$ cat src/rtl/osc_settle_pkg.sv
package osc_settle_pkg;

    localparam int unsigned NUM_FLAGS = 5;
    localparam int unsigned BYTE_W    = 8;
    localparam int unsigned SEL_W     = 3;

    // Per-cycle control decision for the counter.
    typedef struct packed {
        logic clear;
        logic step;
    } cnt_ctl_t;

    // Threshold exponent of flag idx: 11, 13, 14, 15, 16.
    function automatic int unsigned thr_exp(input int unsigned idx);
        return (idx == 0) ? 11 : 12 + idx;
    endfunction

    // Map a select code to a flag index; unused codes use the top flag.
    function automatic int unsigned limit_idx(input logic [SEL_W-1:0] sel);
        return (int'(sel) >= NUM_FLAGS) ? NUM_FLAGS - 1 : int'(sel);
    endfunction

endpackage

$ cat src/rtl/osc_settle_ctl.sv
module osc_settle_ctl
    import osc_settle_pkg::*;
(
    input  logic     rst,
    input  logic     stop_entry,
    input  logic     osc_halt_ctl,
    input  logic     rc_bypass,
    input  logic     osc_valid,
    input  logic     at_limit,
    output cnt_ctl_t ctl
);
    always_comb begin
        ctl.clear = rst | stop_entry | osc_halt_ctl;
        ctl.step  = !ctl.clear && !rc_bypass && osc_valid && !at_limit;
    end
endmodule

$ cat src/rtl/osc_settle_counter.sv
module osc_settle_counter
    import osc_settle_pkg::*;
#(
    parameter int unsigned CNT_W = 17
) (
    input  logic             clk,
    input  cnt_ctl_t         ctl,
    input  logic [CNT_W-1:0] limit_val,
    output logic [CNT_W-1:0] count,
    output logic             at_limit
);
    always_ff @(posedge clk) begin
        if (ctl.clear)
            count <= '0;
        else if (ctl.step)
            count <= count + CNT_W'(1);
    end

    assign at_limit = (count >= limit_val);
endmodule

$ cat src/rtl/osc_settle_flags.sv
module osc_settle_flags
    import osc_settle_pkg::*;
#(
    parameter int unsigned CNT_W = 17
) (
    input  logic [CNT_W-1:0]     count,
    output logic [NUM_FLAGS-1:0] flags
);
    for (genvar i = 0; i < NUM_FLAGS; i++) begin : g_thr
        localparam logic [CNT_W-1:0] THR = CNT_W'(1) << thr_exp(i);
        assign flags[i] = (count >= THR);
    end
endmodule

$ cat src/rtl/osc_settle_rdport.sv
module osc_settle_rdport
    import osc_settle_pkg::*;
(
    input  logic [NUM_FLAGS-1:0] flags,
    input  logic [SEL_W-1:0]     rd_bit_sel,
    output logic [BYTE_W-1:0]    status_byte,
    output logic                 rd_bit
);
    localparam int unsigned PAD_W = BYTE_W - NUM_FLAGS;

    for (genvar i = 0; i < NUM_FLAGS; i++) begin : g_pos
        assign status_byte[BYTE_W-1-i] = flags[i];
    end
    assign status_byte[PAD_W-1:0] = '0;
    assign rd_bit = status_byte[rd_bit_sel];
endmodule

$ cat src/rtl/osc_settle_status.sv
module osc_settle_status
    import osc_settle_pkg::*;
#(
    parameter int unsigned CNT_W = 17
) (
    input  logic              clk,
    input  logic              rst,
    input  logic              osc_valid,
    input  logic [SEL_W-1:0]  limit_sel,
    input  logic              stop_entry,
    input  logic              osc_halt_ctl,
    input  logic              rc_bypass,
    input  logic [SEL_W-1:0]  rd_bit_sel,
    output logic [BYTE_W-1:0] status_byte,
    output logic              rd_bit,
    output logic              settle_done
);
    cnt_ctl_t               ctl;
    logic [CNT_W-1:0]       count;
    logic [CNT_W-1:0]       limit_val;
    logic                   at_limit;
    logic [NUM_FLAGS-1:0]   flags;

    assign limit_val = CNT_W'(1) << thr_exp(limit_idx(limit_sel));

    osc_settle_ctl u_ctl (
        .rst          (rst),
        .stop_entry   (stop_entry),
        .osc_halt_ctl (osc_halt_ctl),
        .rc_bypass    (rc_bypass),
        .osc_valid    (osc_valid),
        .at_limit     (at_limit),
        .ctl          (ctl)
    );

    osc_settle_counter #(.CNT_W(CNT_W)) u_cnt (
        .clk       (clk),
        .ctl       (ctl),
        .limit_val (limit_val),
        .count     (count),
        .at_limit  (at_limit)
    );

    osc_settle_flags #(.CNT_W(CNT_W)) u_flags (
        .count (count),
        .flags (flags)
    );

    osc_settle_rdport u_rd (
        .flags       (flags),
        .rd_bit_sel  (rd_bit_sel),
        .status_byte (status_byte),
        .rd_bit      (rd_bit)
    );

    assign settle_done = at_limit | rc_bypass;
endmodule

$ cat config.mk
export PLATFORM = sky130hd
export DESIGN_NAME = osc_settle_status
export DESIGN_NICKNAME = d
export VERILOG_FILES = /design/src/rtl/osc_settle_pkg.sv /design/src/rtl/osc_settle_ctl.sv /design/src/rtl/osc_settle_counter.sv /design/src/rtl/osc_settle_flags.sv /design/src/rtl/osc_settle_rdport.sv /design/src/rtl/osc_settle_status.sv
export SDC_FILE = /design/constraint.sdc
export NUM_CORES = 1
export LEC_CHECK = 0
export ABC_CLOCK_PERIOD_IN_PS = 4310
export BUFFER_PORTS_ARGS = -buffer_cell sky130_fd_sc_hd__buf_2
export CORE_MARGIN = 2
export CORE_UTILIZATION = 25
export CTS_CLUSTER_DIAMETER = 40
export DETAILED_ROUTE_END_ITERATION = 10
export GPL_TIMING_DRIVEN = 0
export PLACE_DENSITY_LB_ADDON = 0.05
export SLEW_MARGIN = 15
export SYNTH_ARGS = -nofsm -noshare
export SYNTH_HDL_FRONTEND = slang
export SYNTH_SLANG_ARGS = --single-unit
$ cat constraint.sdc
create_clock -name clk -period 4.31 [get_ports clk]
set_input_delay 1.293 -clock clk [delete_from_list [all_inputs] [get_ports clk]]
set_output_delay 1.293 -clock clk [all_outputs]
set_load 0.01 [all_outputs]
==> results.md, run 1 <==
- The flow ran to the end, and the final reports show no timing, DRC or antenna violations.
- The setup check on the worst reg-to-reg path leaves a slack of 2.09 ns.
- Detailed routing inserted a total of 1,167 vias.
- Along the worst path, the maximum fanout reaches 5.
- Routability-driven placement finished with a final weighted congestion of 0.750.
- In this run the vertical extent of the chip is 73.4 um.
- The first global-routing pass estimated 4710 um of wire.
- The total length of routed met2 wires is 1350 um.
- After synthesis, the largest family of logic cells by area is simple AND/OR/NAND/NOR gates.
- The die width is 73.4 um.
- The Yosys step of the flow raised 0 warnings.
- The flip-flop count of the largest register after layout is 17.
- In the final layout, the multi-input gates occupy 800 um^2.
- Counting distinct cell types in the post-synthesis netlist gives 40.
- Using the TritonRoute via totals, the vias-per-cell ratio works out to 5.26.
- In this run the count of I/O pins placed on the die edge is 22.
- The worst pin sits at a relative slew slack of 66.3%.
- A synthesized cell averages 8.36 um^2.
- The final critical-path required period is 4.14 ns.
- For this design, the CTS-stage hold fixing added 0 buffers.
- For this run the aggregate overflow at the end of global routing stands at 0.
- The start point of the worst hold path is u_cnt.count[6].
- Once the floorplan was initialized, standard cells occupied 25.7% of the core.
- The number of instances in the synthesized netlist is 144.
- For this block, the routed nets add up to 2900 um of wire.
- The area after detailed placement is 0.00137 mm^2.
- The worst hold path terminates at u_cnt.count[6].
- The detailed placement HPWL is 2260 um.
- The layout-stage area growth over the synthesis result is 18.0%.
- The final number of setup-violating endpoints is 0.
- In the layout the commonest cells are 20 x sky130_fd_sc_hd__buf_2, 17 x sky130_fd_sc_hd__dfxtp_1, 12 x sky130_fd_sc_hd__nand2_1.
- The core region area is 0.00469 mm^2.
- The final count of pins violating max slew is 0.
- The largest registers in the layout are u_cnt.count x17.
- At the later pin of the worst-skew pair, clock insertion delay measures 0.25 ns.
- The pre-CTS worst setup slack is -0.0270 ns.
- Dividing the final minimum period by the clock period gives 96.1%.
- TritonCTS built the clock tree.
- The overall power is 312 uW.
- The number of clock sinks is 17.
- Counting cells, the worst reg-to-reg path comes to 7.
- The sequential cells in the finished layout cover a total of 340 um^2.
- The filler cell count is 520.
- In this run the deepest clock path goes through 2 buffers.
- Setup repair after global routing left no endpoint under its margin.
- The register with the most flip-flops is u_cnt.count.
- The number of max-cap violations is 0.
- The post-detailed-route wirelength per cell is 13.1 um.
- The maximum clock frequency is 241 MHz.
- Across the VDD grid, the largest voltage drop is 0.0000753 V.
- The remaining antenna violation count after routing is 0.
- The initial antenna violation count came to 0.
- The compound-gate portion of the synthesized area is 23.3%.
- After clock tree synthesis, the clock-pin slew on the worst setup and hold paths is 0.07 ns.
- The final instance area is 0.00142 mm^2.
- In this run the power density over the cells is 220 mW/mm^2.
- The hold violation count in the final report is 0.
- The largest net degree at the start of global routing is 11.
- The synthesized design contains 17 register bits.
- In this run the number of H-tree levels came out at 1.
- The residual DRC count is 0.
- The top layer used by detailed routing is met4.
- The share of the yosys chip area belonging to registers is 28.3%.
- The analysis attributes to cell leakage a power of 0.524 nW.
- The count of buffers inserted at the top-level ports is 18.
- The worst register-to-register path ends at u_cnt.count[1].
- The mux share of post-synthesis cell area is 4.99%.
- STA classifies the critical path endpoint as an output port.
- Summing the areas of all xor and xnor instances in the mapped netlist gives 0% of the synthesized area.
- The most frequent standard cell in the layout excluding fill and tap cells is sky130_fd_sc_hd__buf_2.
- Clock tree synthesis inserted a total of 3 buffers.
- The data required time at the worst endpoint is 3.02 ns.
- The startpoint type of the worst setup path is an input pin.
- The startpoint identified for the worst register-to-register timing path is u_cnt.count[16].
- The root buffer cell is sky130_fd_sc_hd__clkbuf_8.
- At the pin with the least slew margin, the transition time is 0.505 ns.
- The number of placement rows is 25.
- In the final design database the tool counted 189 nets.
- After routing, the total negative slack on setup checks comes to 0 ns.
- The post-synthesis simple-gate area fraction is 28.1%.
- The number of optimization iterations in the first detailed-route pass is 4.
- The classification of the worst setup path is input pin to output port.
- The starting DRC count in detailed routing is 32.
- The class of the tightest hold or removal check is flip-flop to flip-flop.
- The final setup skew is 0.00418 ns.
- The number of global-route vias before repair is 1,019.
- The number of antenna diodes in the final layout is 0.
- The total met3 wirelength after detailed routing is 121 um.
- Summing the areas of all fa, ha and maj instances in the mapped netlist gives 8.32% of the synthesized area.
- At the worst endpoint, the arrival time is 2.85 ns.
- After synthesis the cells add up to 0.00120 mm^2.
- The die covers 0.00539 mm^2.
- Global routing used 11.5% of the available tracks.
- Of the cells placed in the final design, the portion with a size suffix greater than 1 is 19.6%.
- Along the worst hold path, the cell count comes to 2.
- The wire length on met1 is 1410 um.
- Across all setup checks in the final design, the least slack found is 0.167 ns.
- The core utilization of the finished layout is 30.3%.
==> logic make-up after synthesis <==
family	Yosys count
mux	6
flops	17
fa+ha+maj	8
buf+inv	15
other cells	2
compound gates	40
simple gates	56
==> repair_timing <==
action | 4_1_cts | 5_1_grt
gates resized for setup | 1 | 0
setup endpoints to repair | 1 | 0
buffers inserted | 0 | 0
==> how the worst max path moves through the flow <==
stage	startpoint	end	slack (ns)	cells past startpoint
after floorplan	limit_sel[2]	settle_done	0.42	5
after global placement	limit_sel[2]	settle_done	0.01	7
after detailed placement	limit_sel[2]	settle_done	-0.03	7
after CTS	limit_sel[2]	settle_done	0.13	7
after global routing	limit_sel[2]	settle_done	0.05	7
final	limit_sel[2]	settle_done	0.17	7
==> synth_stat cells <==
master	n	share of area [%]
sky130_fd_sc_hd__a211o_1	3	2.2
sky130_fd_sc_hd__a211oi_1	2	1.2
sky130_fd_sc_hd__a21o_2	1	0.73
sky130_fd_sc_hd__a21oi_1	11	4.6
sky130_fd_sc_hd__and2_1	1	0.52
sky130_fd_sc_hd__and3_1	1	0.52
sky130_fd_sc_hd__and4_1	2	1.5
sky130_fd_sc_hd__buf_1	2	0.62
sky130_fd_sc_hd__buf_2	2	0.83
sky130_fd_sc_hd__buf_4	3	1.9
sky130_fd_sc_hd__buf_6	1	0.94
sky130_fd_sc_hd__clkbuf_1	2	0.62
sky130_fd_sc_hd__conb_1	2	0.62
sky130_fd_sc_hd__dfxtp_1	17	28
sky130_fd_sc_hd__ha_1	8	8.3
sky130_fd_sc_hd__inv_1	5	1.6
sky130_fd_sc_hd__mux2i_1	6	5.0
sky130_fd_sc_hd__nand2_1	12	3.7
sky130_fd_sc_hd__nand2b_1	5	2.6
sky130_fd_sc_hd__nand3_1	9	3.7
sky130_fd_sc_hd__nand4_1	3	1.6
sky130_fd_sc_hd__nor2_1	2	0.62
sky130_fd_sc_hd__nor2b_1	1	0.52
sky130_fd_sc_hd__nor3_1	1	0.42
sky130_fd_sc_hd__nor4_1	3	1.6
sky130_fd_sc_hd__nor4b_1	1	0.73
sky130_fd_sc_hd__nor4b_2	2	2.5
sky130_fd_sc_hd__o2111a_1	1	0.94
sky130_fd_sc_hd__o2111ai_1	1	0.73
sky130_fd_sc_hd__o211a_1	1	0.83
sky130_fd_sc_hd__o211ai_1	3	1.9
sky130_fd_sc_hd__o21a_1	3	1.9
sky130_fd_sc_hd__o21ai_0	4	1.7
sky130_fd_sc_hd__o22a_1	1	0.73
sky130_fd_sc_hd__o31a_1	1	0.73
sky130_fd_sc_hd__o31a_2	1	0.83
sky130_fd_sc_hd__o31ai_1	7	4.4
sky130_fd_sc_hd__or2_2	1	0.52
sky130_fd_sc_hd__or3_1	4	2.1
sky130_fd_sc_hd__or4_1	8	5.0
==> area by class of cell <==
type                       count  share of cell area (%)
buffer                        10                    4.14
clock buffer                   4                    3.17
inverter                       5                    1.32
multi-input combinational    114                    56.3
sequential                    17                    24.0
tap                           54                    4.76
timing repair buffer          18                    6.34
==> power breakdown <==
| group | switching, mW | internal [mW] | leakage, nW | total (mW) |
|---|---|---|---|---|
| Clock | 0.0564 | 0.0656 | 0.0228 | 0.122 |
| Sequential | 0.000174 | 0.157 | 0.137 | 0.157 |
| Combinational | 0.0198 | 0.0131 | 0.364 | 0.0329 |
==> layer usage <==
metal	track usage, %	up-vias
met3	2.06	2
met2	18.6	25
li1	-	601
met5	0	-
met4	4.24	0
met1	15.2	539
==> critical path, stage by stage <==
cell and delay (ns):
sky130_fd_sc_hd__buf_2 0.12, sky130_fd_sc_hd__or3_1 0.38, sky130_fd_sc_hd__ha_1 0.28, sky130_fd_sc_hd__o21a_1 0.19, sky130_fd_sc_hd__o2111ai_2 0.28, sky130_fd_sc_hd__o211ai_1 0.14
sky130_fd_sc_hd__buf_2 0.16
==> metrics by stage <==
stage                     instances  hold WS [ns]
after CTS                       222         0.480
final                           222         0.474
after floorplan                 146         0.438
after detailed placement        218         0.470
after global placement          218         0.458
after global routing            222         0.505
(Power assumes the default switching activity.)
==> run 2, diff against run 1 <==
CELL_PAD_IN_SITES_DETAIL_PLACEMENT = 1   (was unset)
CELL_PAD_IN_SITES_GLOBAL_PLACEMENT = 2   (was unset)
==> results.md, run 2 (synthesis gave the netlist of run 1 again) <==
- The internal power of the cells totals 235 uW.
- 22 I/O pins were placed.
- The post-layout net count is 189.
- Data arrives at the worst endpoint at 2.85 ns.
- The met1 track demand over resource in global routing is 16.0%.
- The worst hold slack is 0.475 ns.
- The final number of setup-violating endpoints is 0.
- Static timing analysis puts the maximum clock frequency at 241 MHz.
- The hold violation count in the final report is 0.
- At the end of the flow the core is filled with cells to 30.3%.
- The most crowded layer after global routing is met2.
- In the final timing run, aggregate negative setup slack is 0 ns.
- Summed over all layers, the global routing overflow is 0.
- In this run, flip-flops and latches consume 49.8% of the power.
- The filler-free cell count of the finished design is 222.
- The highest ir drop seen on vdd is 0.0000791 V.
- After detailed routing, the total wire length is 3200 um.
- The final count of pins violating max slew is 0.
- The critical path in this run is classified as input pin to output port.
- The initial antenna violation count came to 0.
- TritonCTS built the clock tree.
- The critical path endpoint category is an output port.
- Clock latency on the worst-skew pair, taken at its later pin, is 0.26 ns.
- In the layout the commonest cells are 20 x sky130_fd_sc_hd__buf_2, 17 x sky130_fd_sc_hd__dfxtp_1, 12 x sky130_fd_sc_hd__nand2_1.
- Detailed placement finished with a half-perimeter wire length of 2500 um.
- The number of global-route vias before repair was 1,129.
- The number of setup buffers added after CTS is 0.
- The clock drives 17 sinks.
- The number of optimization iterations in the first detailed-route pass is 3.
- The part of the cycle the worst path needs is 96.1%.
- The core region area is 0.00469 mm^2.
- Leaving out fill and tap cells, the most frequent cell in the layout is sky130_fd_sc_hd__buf_2.
- The repair_antennas step left the layout with diodes totalling 0.
- Setup repair after global routing left no endpoint under its margin.
- In the final routed layout, each cell accounts on average for 14.4 um.
- The starting DRC count in detailed routing is 25.
- Entering global routing, the biggest net connects 11 pins.
- The first global-routing pass estimated 5250 um of wire.
- The post-route netlist has 20.2% of its cells at a drive strength greater than 1.
- For this design the total switching power over the nets is 81.2 uW.
- The layout-stage area growth over the synthesis result is 18.1%.
- The register with the most flip-flops is u_cnt.count.
- The root buffer cell is sky130_fd_sc_hd__clkbuf_8.
- The largest registers in the layout are u_cnt.count x17.
- The final critical-path required period is 4.14 ns.
- The die is 73.4 um tall.
- The final setup skew is 0.00338 ns.
- The initial utilization of the core area, before any placement, comes to 25.7%.
- The number of vias per cell after detailed routing is 5.27.
- The clock passes through at most 2 buffers.
- The total number of H-tree levels is 1.
- For this run, design rule violations remaining after detail routing come to 0.
- The startpoint type of the worst setup path is an input pin.
- The number of placement rows is 25.
- The combinational cell fraction of total power is 10.5%.
- Clock-pin slew was measured on the worst setup and hold paths at 0.07 ns.
- Measured along the x axis, the die boundary spans 73.4 um.
- Routability-driven placement finished with a final weighted congestion of 0.698.
- OpenSTA, run right after detailed placement, puts the worst setup slack at -0.0397 ns.
- The count of buffers inserted at the top-level ports is 18.
- The path class of the tightest hold or removal check is flip-flop to flip-flop.
- The power per cell area is 222 mW/mm^2.
- The share of total power dissipated in the clock network is 39.7%.
- The CTS buffer count is 3.
- The met3 track demand over resource in global routing is 2.47%.
- Of the total power, the share spent switching nets is 25.7%.
- The register with the most flip-flops in the layout has 17 of them.
- The final route contains 1,171 vias.
- The critical-path maximum fanout is 5.
- The flow ran to the end, and the final reports show no timing, DRC or antenna violations.
- Global routing consumed, on the met2 layer, 21.7% of the routing resources.
- Counting tap cells, the placed design contains a total of 218 instances.
- For this run, the total global-route usage over all layers was measured as 12.8%.
- Max-cap violations in this run came to 0.
- The remaining antenna violation count after routing is 0.
- The standby leakage power is 0.527 nW.
- The total die area is 0.00539 mm^2.
- Setup slack closes at 0.167 ns.
- Data on the critical path is required at its endpoint by 3.02 ns.
-- run 2: cell types whose count changed in the layout (fill, tap and decap cells not counted), sizes merged --
cell / delta
clkbuf: -1
clkinv: +1
-- run 2: path summary, 6_finish.rpt --
check | from | end | slack (ns) | depth (start not counted)
min reg2reg | u_cnt.count[9] | u_cnt.count[9] | 0.48 | 2
max reg2reg | u_cnt.count[14] | u_cnt.count[5] | 2.10 | 5
max | limit_sel[2] | settle_done | 0.17 | 7
min | u_cnt.count[9] | u_cnt.count[9] | 0.48 | 2
-- run 2: timing repair --
item | CTS | global route
hold buffers | 0 | 0
endpoints found under the setup margin | 1 | 0
resized for setup | 1 | 0
-- run 2: layout make-up --
class	count	area, um^2
clock inverter	1	5.00
clock buffer	3	41.3
tap	54	67.6
inverter	5	18.8
timing repair buffer	18	90.1
multi-input combinational	114	800
buffer	10	58.8
sequential	17	340
fill	578	3270
-- run 2: per-stage QoR --
stage / power [mW] / instance area, um^2
after global placement: 0.193 / 1370
after floorplan: 0.181 / 1210
after global routing: 0.336 / 1420
final: 0.316 / 1420
after detailed placement: 0.194 / 1370
after CTS: 0.325 / 1420
-- run 2: layer usage --
layer / vias up / wire length, um / part of all wire, %
met4: 0 / 41 / 1.3
met1: 557 / 1540 / 48
li1: 594 / - / -
met3: 4 / 103 / 3.2
met5: - / 0 / 0
met2: 16 / 1520 / 47
-- run 2: worst max-delay path: stages --
cell and delay [ns]:
sky130_fd_sc_hd__buf_2 0.12, sky130_fd_sc_hd__or3_1 0.38, sky130_fd_sc_hd__ha_1 0.27, sky130_fd_sc_hd__o21a_1 0.19, sky130_fd_sc_hd__o2111ai_2 0.30, sky130_fd_sc_hd__o211ai_1 0.13, sky130_fd_sc_hd__buf_2 0.16
-- run 2: power by group through the flow --
stage / clock network [mW] / registers, mW / logic [mW]
finish: 0.125 / 0.157 / 0.0332
floorplan: 0 / 0.161 / 0.0203
CTS: 0.133 / 0.157 / 0.0340
detailed placement: 0 / 0.161 / 0.0333
global placement: 0 / 0.161 / 0.0325
global route: 0.141 / 0.157 / 0.0378
